$ cat src/rtl/sc_pkg.sv
package sc_pkg;
  localparam int MAIN_W  = 20;
  localparam int AUX_W   = 18;
  localparam int OPT_W   = 6;
  localparam int SHIFT_W = MAIN_W + 1;

  typedef struct packed {
    logic [5:0] r_div;
    logic [8:0] m_div;
    logic       pre_en;
    logic [3:0] a_cnt;
  } main_fields_t;

  typedef struct packed {
    logic fp_sel;
    logic pwr_down;
    logic cnt_load;
    logic msel_sel;
    logic fc_sel;
    logic ld_off;
  } opt_fields_t;

  // Word bit 19 holds B0; word bit 0 holds B19.
  function automatic main_fields_t decode_main(input logic [MAIN_W-1:0] w);
    main_fields_t f;
    f.r_div  = {w[19:18], w[7:4]};
    f.m_div  = {w[17:16], w[14:8]};
    f.pre_en = w[15];
    f.a_cnt  = w[3:0];
    return f;
  endfunction
endpackage

$ cat src/rtl/sc_sync.sv
module sc_sync #(
  parameter int W      = 1,
  parameter int STAGES = 2
) (
  input  logic         clk,
  input  logic         rst_n,
  input  logic [W-1:0] d,
  output logic [W-1:0] q
);
  logic [W-1:0] stg [STAGES];

  always_ff @(posedge clk or negedge rst_n) begin
    if (!rst_n) begin
      for (int i = 0; i < STAGES; i++) stg[i] <= '0;
    end else begin
      stg[0] <= d;
      for (int i = 1; i < STAGES; i++) stg[i] <= stg[i-1];
    end
  end

  assign q = stg[STAGES-1];
endmodule

$ cat src/rtl/sc_shifter.sv
module sc_shifter #(
  parameter int SH_W = 21
) (
  input  logic            clk,
  input  logic            rst_n,
  input  logic            shift_en,
  input  logic            din,
  output logic [SH_W-1:0] sh
);
  always_ff @(posedge clk or negedge rst_n) begin
    if (!rst_n)        sh <= '0;
    else if (shift_en) sh <= {sh[SH_W-2:0], din};
  end
endmodule

$ cat src/rtl/sc_hold.sv
module sc_hold
  import sc_pkg::*;
(
  input  logic               clk,
  input  logic               rst_n,
  input  logic [SHIFT_W-1:0] sh,
  input  logic               cap_cnt,
  input  logic               cap_opt,
  input  logic               direct,
  output logic [MAIN_W-1:0]  main_q,
  output logic [AUX_W-1:0]   aux_q,
  output logic [OPT_W-1:0]   opt_q
);
  // Shift bit 0 is the routing bit (last in).
  logic route_aux;
  assign route_aux = sh[0];

  always_ff @(posedge clk or negedge rst_n) begin
    if (!rst_n) begin
      main_q <= '0;
      aux_q  <= '0;
    end else if (cap_cnt && !direct) begin
      if (route_aux) aux_q  <= sh[SHIFT_W-1 -: AUX_W];
      else           main_q <= sh[SHIFT_W-1:1];
    end
  end

  // Option word occupies the last 8 bits shifted; the 2 reserved bits are not stored.
  always_ff @(posedge clk or negedge rst_n) begin
    if (!rst_n)       opt_q <= '0;
    else if (cap_opt) opt_q <= sh[OPT_W-1:0];
  end
endmodule

$ cat src/rtl/synth_ctrl_port.sv
module synth_ctrl_port
  import sc_pkg::*;
#(
  parameter int SYNC_STAGES = 2
) (
  input  logic              clk,
  input  logic              rst_n,
  input  logic              ser_clk,
  input  logic              ser_data,
  input  logic              cnt_strobe,
  input  logic              enh_strobe,
  input  logic              enh_n,
  input  logic              direct_sel,
  input  logic [MAIN_W-1:0] par_main,
  input  logic [AUX_W-1:0]  par_aux,
  output logic [5:0]        r_div,
  output logic [8:0]        m_div,
  output logic              pre_en,
  output logic [3:0]        a_cnt,
  output logic [AUX_W-1:0]  k_frac,
  output logic              fp_sel,
  output logic              pwr_down,
  output logic              cnt_load,
  output logic              msel_sel,
  output logic              fc_sel,
  output logic              ld_off
);
  localparam int N_IN = 6;

  logic [N_IN-1:0] raw_in, syn_in;
  logic sclk_s, sdat_s, cstb_s, estb_s, enh_n_s, direct_s;

  assign raw_in = {ser_clk, ser_data, cnt_strobe, enh_strobe, enh_n, direct_sel};

  sc_sync #(.W(N_IN), .STAGES(SYNC_STAGES)) sync_i (
    .clk(clk), .rst_n(rst_n), .d(raw_in), .q(syn_in)
  );

  assign {sclk_s, sdat_s, cstb_s, estb_s, enh_n_s, direct_s} = syn_in;

  // Edge detection on synchronized copies
  logic sclk_d, cstb_d, estb_d;
  always_ff @(posedge clk or negedge rst_n) begin
    if (!rst_n) begin
      sclk_d <= 1'b0;
      cstb_d <= 1'b0;
      estb_d <= 1'b0;
    end else begin
      sclk_d <= sclk_s;
      cstb_d <= cstb_s;
      estb_d <= estb_s;
    end
  end

  logic sclk_rise, s_rise, e_fall, shift_en;
  assign sclk_rise = sclk_s & ~sclk_d;
  assign s_rise    = cstb_s & ~cstb_d;
  assign e_fall    = ~estb_s & estb_d;
  // Counter framing: enh strobe low. Option framing: enh strobe high, cnt strobe low.
  assign shift_en  = sclk_rise & ~(estb_s & cstb_s);

  logic [SHIFT_W-1:0] sh;
  sc_shifter #(.SH_W(SHIFT_W)) shift_i (
    .clk(clk), .rst_n(rst_n), .shift_en(shift_en), .din(sdat_s), .sh(sh)
  );

  logic [MAIN_W-1:0] main_q;
  logic [AUX_W-1:0]  aux_q;
  logic [OPT_W-1:0]  opt_q;

  sc_hold hold_i (
    .clk(clk), .rst_n(rst_n), .sh(sh),
    .cap_cnt(s_rise), .cap_opt(e_fall), .direct(direct_s),
    .main_q(main_q), .aux_q(aux_q), .opt_q(opt_q)
  );

  // Output selection
  main_fields_t mf;
  opt_fields_t  of;

  always_comb begin
    mf = decode_main(direct_s ? par_main : main_q);
    of = enh_n_s ? '0 : opt_fields_t'(opt_q);
  end

  assign r_div    = mf.r_div;
  assign m_div    = mf.m_div;
  assign pre_en   = mf.pre_en;
  assign a_cnt    = mf.a_cnt;
  assign k_frac   = direct_s ? par_aux : aux_q;
  assign fp_sel   = of.fp_sel;
  assign pwr_down = of.pwr_down;
  assign cnt_load = of.cnt_load;
  assign msel_sel = of.msel_sel;
  assign fc_sel   = of.fc_sel;
  assign ld_off   = of.ld_off;
endmodule

$ cat config.mk
export PLATFORM = sky130hd
export DESIGN_NAME = synth_ctrl_port
export DESIGN_NICKNAME = d
export VERILOG_FILES = /design/src/rtl/sc_pkg.sv /design/src/rtl/sc_sync.sv /design/src/rtl/sc_shifter.sv /design/src/rtl/sc_hold.sv /design/src/rtl/synth_ctrl_port.sv
export SDC_FILE = /design/constraint.sdc
export NUM_CORES = 1
export LEC_CHECK = 0
export BUFFER_PORTS_ARGS = -buffer_cell sky130_fd_sc_hd__buf_2
export CAP_MARGIN = 0
export CORE_ASPECT_RATIO = 1.2
export CORE_MARGIN = 2
export CORE_UTILIZATION = 40
export CTS_BUF_LIST = sky130_fd_sc_hd__clkbuf_4 sky130_fd_sc_hd__clkbuf_8
export DETAILED_ROUTE_END_ITERATION = 12
export PLACE_DENSITY = 0.66
export SYNTH_ARGS = -nofsm -noshare
export SYNTH_HDL_FRONTEND = slang
export SYNTH_SLANG_ARGS = --single-unit
$ cat constraint.sdc
create_clock -name clk -period 1.5 [get_ports clk]
set_input_delay 0.15 -clock clk [delete_from_list [all_inputs] [get_ports clk]]
set_output_delay 0.15 -clock clk [all_outputs]
set_load 0.02 [all_outputs]
# Word level (Yosys, flattened, before mapping)

Cells that the tools add are included.

Register bits: 80
Input port bits: 46
Output and inout port bits: 44

Muxes and demuxes: 3
Bitwise gates (word level): 10
Reduce and logical (&&, ||, !) cells: 4

Operators by type and width:

| cell                | number |
|---|---|
| $mux W20            | 1 |
| $mux W18            | 1 |
| $mux W6             | 1 |
| $and A1 B1 Y1       | 5 |
| $not A1 Y1          | 5 |
| $reduce_and A2 Y1   | 2 |
| $logic_and A1 B1 Y1 | 1 |
| $logic_not A1 Y1    | 1 |

# Depth between registers and ports, before layout

Depth after elaboration: 4
Mapped depth: 4
Mapped depth without buffers: 3

# By module

Synthesis repeated with hierarchy kept, for this count alone.

Cells, all modules: 211
Area, all modules: 3579.7 µm²

By module, submodules not included:

| module          | instances | cells an instance | area each (µm²) | sequential area each (µm²) |
|---|---|---|---|---|
| sc_hold         | 1         | 94                | 1696.6          | 1101.1 |
| sc_shifter      | 1         | 44                | 859.6           | 525.5 |
| synth_ctrl_port | 1         | 55                | 678.2           | 75.1 |
| sc_sync         | 1         | 18                | 345.3           | 300.3 |

# Worst setup path before layout

OpenSTA, ideal clock, no wires.

Path kind: flip-flop to flip-flop
Start point: register sync_i.stg, in the netlist sync_i.q[0]
End point: register hold_i.aux_q[10]
Library setup time: 127 ps
Arrival: 1272 ps
Setup slack: 101 ps
Cell stages (with the launch flop): 5
Period minus slack after synthesis: 1399 ps
Cells stage by stage: dfrtp_1 and4bb_1 buf_2 buf_6 mux2_1

Cells in the longest elaborated chain, start to end: 3

RTL lines:

| item                        | line          | text |
|---|---|---|
| start, declared             | sc_sync.sv:10 | `logic [W-1:0] stg [STAGES];` |
| $logic_not A1 Y1            | sc_hold.sv:22 | `end else if (cap_cnt && !direct) begin` |
| $logic_and A1 B1 Y1         | sc_hold.sv:22 |  |
| $reduce_and A2 Y1 (no line) | n/a           |  |
| end signal, assigned        | sc_hold.sv:23 | `if (route_aux) aux_q <= sh[SHIFT_W-1 -: AUX_W];` |
| end, declared               | sc_hold.sv:11 | `output logic [AUX_W-1:0] aux_q,` |

Every way passes these cells.
A chain may end at the register's enable or synchronous reset.

# Final worst setup path

Start point: register sync_i.stg, in the netlist sync_i.q[0]
End point: register hold_i.main_q[12]

Cells in the longest elaborated chain, start to end: 3

RTL lines:

| item                        | line          | text |
|---|---|---|
| $logic_not A1 Y1            | sc_hold.sv:22 |  |
| $logic_and A1 B1 Y1         | sc_hold.sv:22 |  |
| $reduce_and A2 Y1 (no line) | n/a           |  |
| end signal, assigned        | sc_hold.sv:24 | `else main_q <= sh[SHIFT_W-1:1];` |
| end, declared               | sc_hold.sv:10 | `output logic [MAIN_W-1:0] main_q,` |

Every way passes these cells.

==> results_dict.tcl <==
set metrics [dict create \
    vdd_ir_drop_max_v 0.0006609 \
    status "finished, violations left" \
    power_uw 6269 \
    grt_max_degree 46 \
    final_cell_area_um2 4463 \
    path_cells "buf_4, nor4b_4, buf_6, clkbuf_16, mux2_2" \
    die_y_um 103.6 \
    synthArstFlopShare_pct 100.0 \
    max_freq_ghz 0.6157 \
    layout.nets 364 \
    antenna_found_initial 0 \
    power.density_nw_per_um2 1405 \
    drv_slew 0 \
    rows 36 \
    cts.sinks 80 \
    yosysMostFrequentCell "mux2_2" \
    synthCells 205 \
    netlist_top_cells_count "mux2_2, dfrtp_1, mux2_1" \
    fin_crit_sh_pct 108.3 \
    portBuffers 89 \
    use_met3_pct 3.665 \
    wl_per_cell_um 15.08 \
    slowest_delay_ns 0.45 \
    finClkSkew_ns 0.01036 \
    tightest_slew_ns 0.4041 \
    gp_congestion 0.6758 \
    cts.path.max_buffers 2 \
    cts.reportedPaths.clkPinSlew_ns 0.08 \
    fp.dieW_um 87.04 \
    dpl_cell_area_um2 3954 \
    crit_path_start_kind "flip-flop" \
    seq_area_frac_synth_pct 60.49 \
    worstPathArrival_ns 1.86 \
    cp_slowest_cell "dfrtp_2" \
    track_usage_pct 13.09 \
    violations "setup timing" \
    setup_violations 74 \
    required_ns 1.73 \
    cts-root-buf "clkbuf_8" \
    grt_pass1_vias 1870 \
    wirelength_mm 6.302 \
    finalSetupTns_ns -6.215 \
    ys.flop_type "dfrtp_1" \
    syn_area_um2 3309 \
    path_buf_inv 3 \
    cts_tree "yes" \
    ys_ff_latch 80 \
    critPathCaptureType "flip-flop" \
    dr.pass1.iters 4 \
    synth_edf_count 0 \
    dp_slack_ns 0.05431 \
    crit_path_max_fanout 5 \
    ys_top_cells_by_area "dfrtp_1, mux2_2, mux2_1" \
    hpwl_mm 4.072 \
    cpLargestDelayFamily "buffers and inverters" \
    grt-busiest-layer "met2" \
    finalHoldViolCount 0 \
    vias 2003 \
    grt_pass1_wl_mm 9.087 \
    syn_to_final_growth_pct 34.86 \
    syn_nets 251 \
    cts_made_buffers 9 \
    leakage_uw 0.002239 \
    num_antenna_cells 0 \
    cts-htree-levels 3 \
    yosysTopAreaCell "dfrtp_1" \
    die_area_um2 9020 \
    synth_top_area_share_pct 60.49 \
    start_util_pct 41.05 \
    period_needed_ns 1.624 \
    yosysWarnings 0 \
    syn-mean-instance-area_um2 16.14 \
    ios 90 \
    gr-total-overflow 0 \
    critPathKind "flip-flop to flip-flop" \
    hp-class "primary input to asynchronous set/reset pin" \
    fin_util_pct 55.35 \
    drtIter0Drc 87 \
    clk_latency_ns 0.35 \
    grt_setup_unrepaired "yes" \
    ant_nets 0 \
    maxCapViolCount 0 \
    reg2reg_setup_slack_ns -0.12 \
    max-slew-margin-rel_pct 73.06 \
    setup_slack_ns -0.1241 \
    avgViaCountPerCell 4.792 \
    drive_above_1_share_pct 69.66 \
    use_met1_pct 17.74 \
    coreArea_um2 8063 \
    route.detailed.drc 0 \
    grtUsageMet2_pct 19.52 \
    synth.distinct_cells 11 \
]
-- layer usage --
metal / share of wire (%) / wire length (um) / up-vias
met5: 0 / 0 / -
met4: 1.5 / 95 / 0
met3: 4.2 / 265 / 10
met2: 49 / 3064 / 49
met1: 46 / 2876 / 993
li1: - / - / 951
-- worst register-to-register path, delay by kind of cell (launching register included) --
kind,cells,cell delay (ns)
flops,1,0.45
simple gates,1,0.25
buf+inv,3,0.49
mux,1,0.33
-- registers in the layout, indices dropped and copies added (netlist names), 6 cells and up --
signal and count:
hold_i.aux_q 18, shift_i.sh 21, hold_i.main_q 20, sync_i.stg 6
sync_i.q 6, hold_i.opt_q 6
-- worst paths after layout --
kind | from | to | depth (start not counted)
max | sync_i.q[0] | hold_i.main_q[12] | 5
min | rst_n | hold_i.main_q[11] | 2
max reg2reg | sync_i.q[0] | hold_i.main_q[12] | 5
min reg2reg | sync_i.stg[9] | sync_i.q[3] | 0
max in group asynchronous | rst_n | sync_i.q[0] | 3
min in group clk | sync_i.stg[9] | sync_i.q[3] | 0
-- cell usage in the layout, fill, tap and decap left out, drive strengths merged --
master	count
mux2	103
buf	103
dfrtp	80
clkbuf	14
nor2b	7
dlygate4sd3	7
bufinv	3
inv	2
a211oi	1
and4bb	1
nor4b	1
clkinv	1
-- where the power goes --
part	switching (uW)	total, uW	internal (uW)
Combinational	605	1390	786
Sequential	354	2980	2620
Clock	754	1900	1150
-- cell type report --
class / instances / area [um^2]
multi-input cells: 113 / 1305
clock buffers: 11 / 138.9
well taps: 95 / 118.9
fillers: 664 / 3600
inverters: 1 / 3.754
repair buffers: 113 / 789.5
clock inverters: 5 / 103.9
flip-flops and latches: 80 / 2003
-- what timing repair did --
| item | in CTS | in global routing |
|---|---|---|
| endpoints found under the setup margin | 38 | 76 |
| gates cloned | 0 | 4 |
| gates resized for setup | 9 | 18 |
| buffers inserted | 1 | 1 |
| hold buffers | 7 | 0 |
| pin swaps | 0 | 1 |
| endpoints found under the hold margin | 86 | 0 |
-- per-stage QoR --
step           hold WS (ns)  std cells
2_1_floorplan       -0.1456        205
3_3_place_gp       -0.03949        389
3_5_place_dp       -0.03808        389
4_1_cts              0.1242        413
5_1_grt              0.1394        418
6_report             0.1436        418
-- logic make-up (layout without fill, tap and decap cells) --
kind of cell	Yosys count	after routing	share of synthesized area [%]
mux	103	103	35.05
flops	80	80	60.49
buf+inv	12	130	1.928
simple gates	9	9	2.155
compound gates	1	1	0.3780
Power figures use the tool's default switching activity.
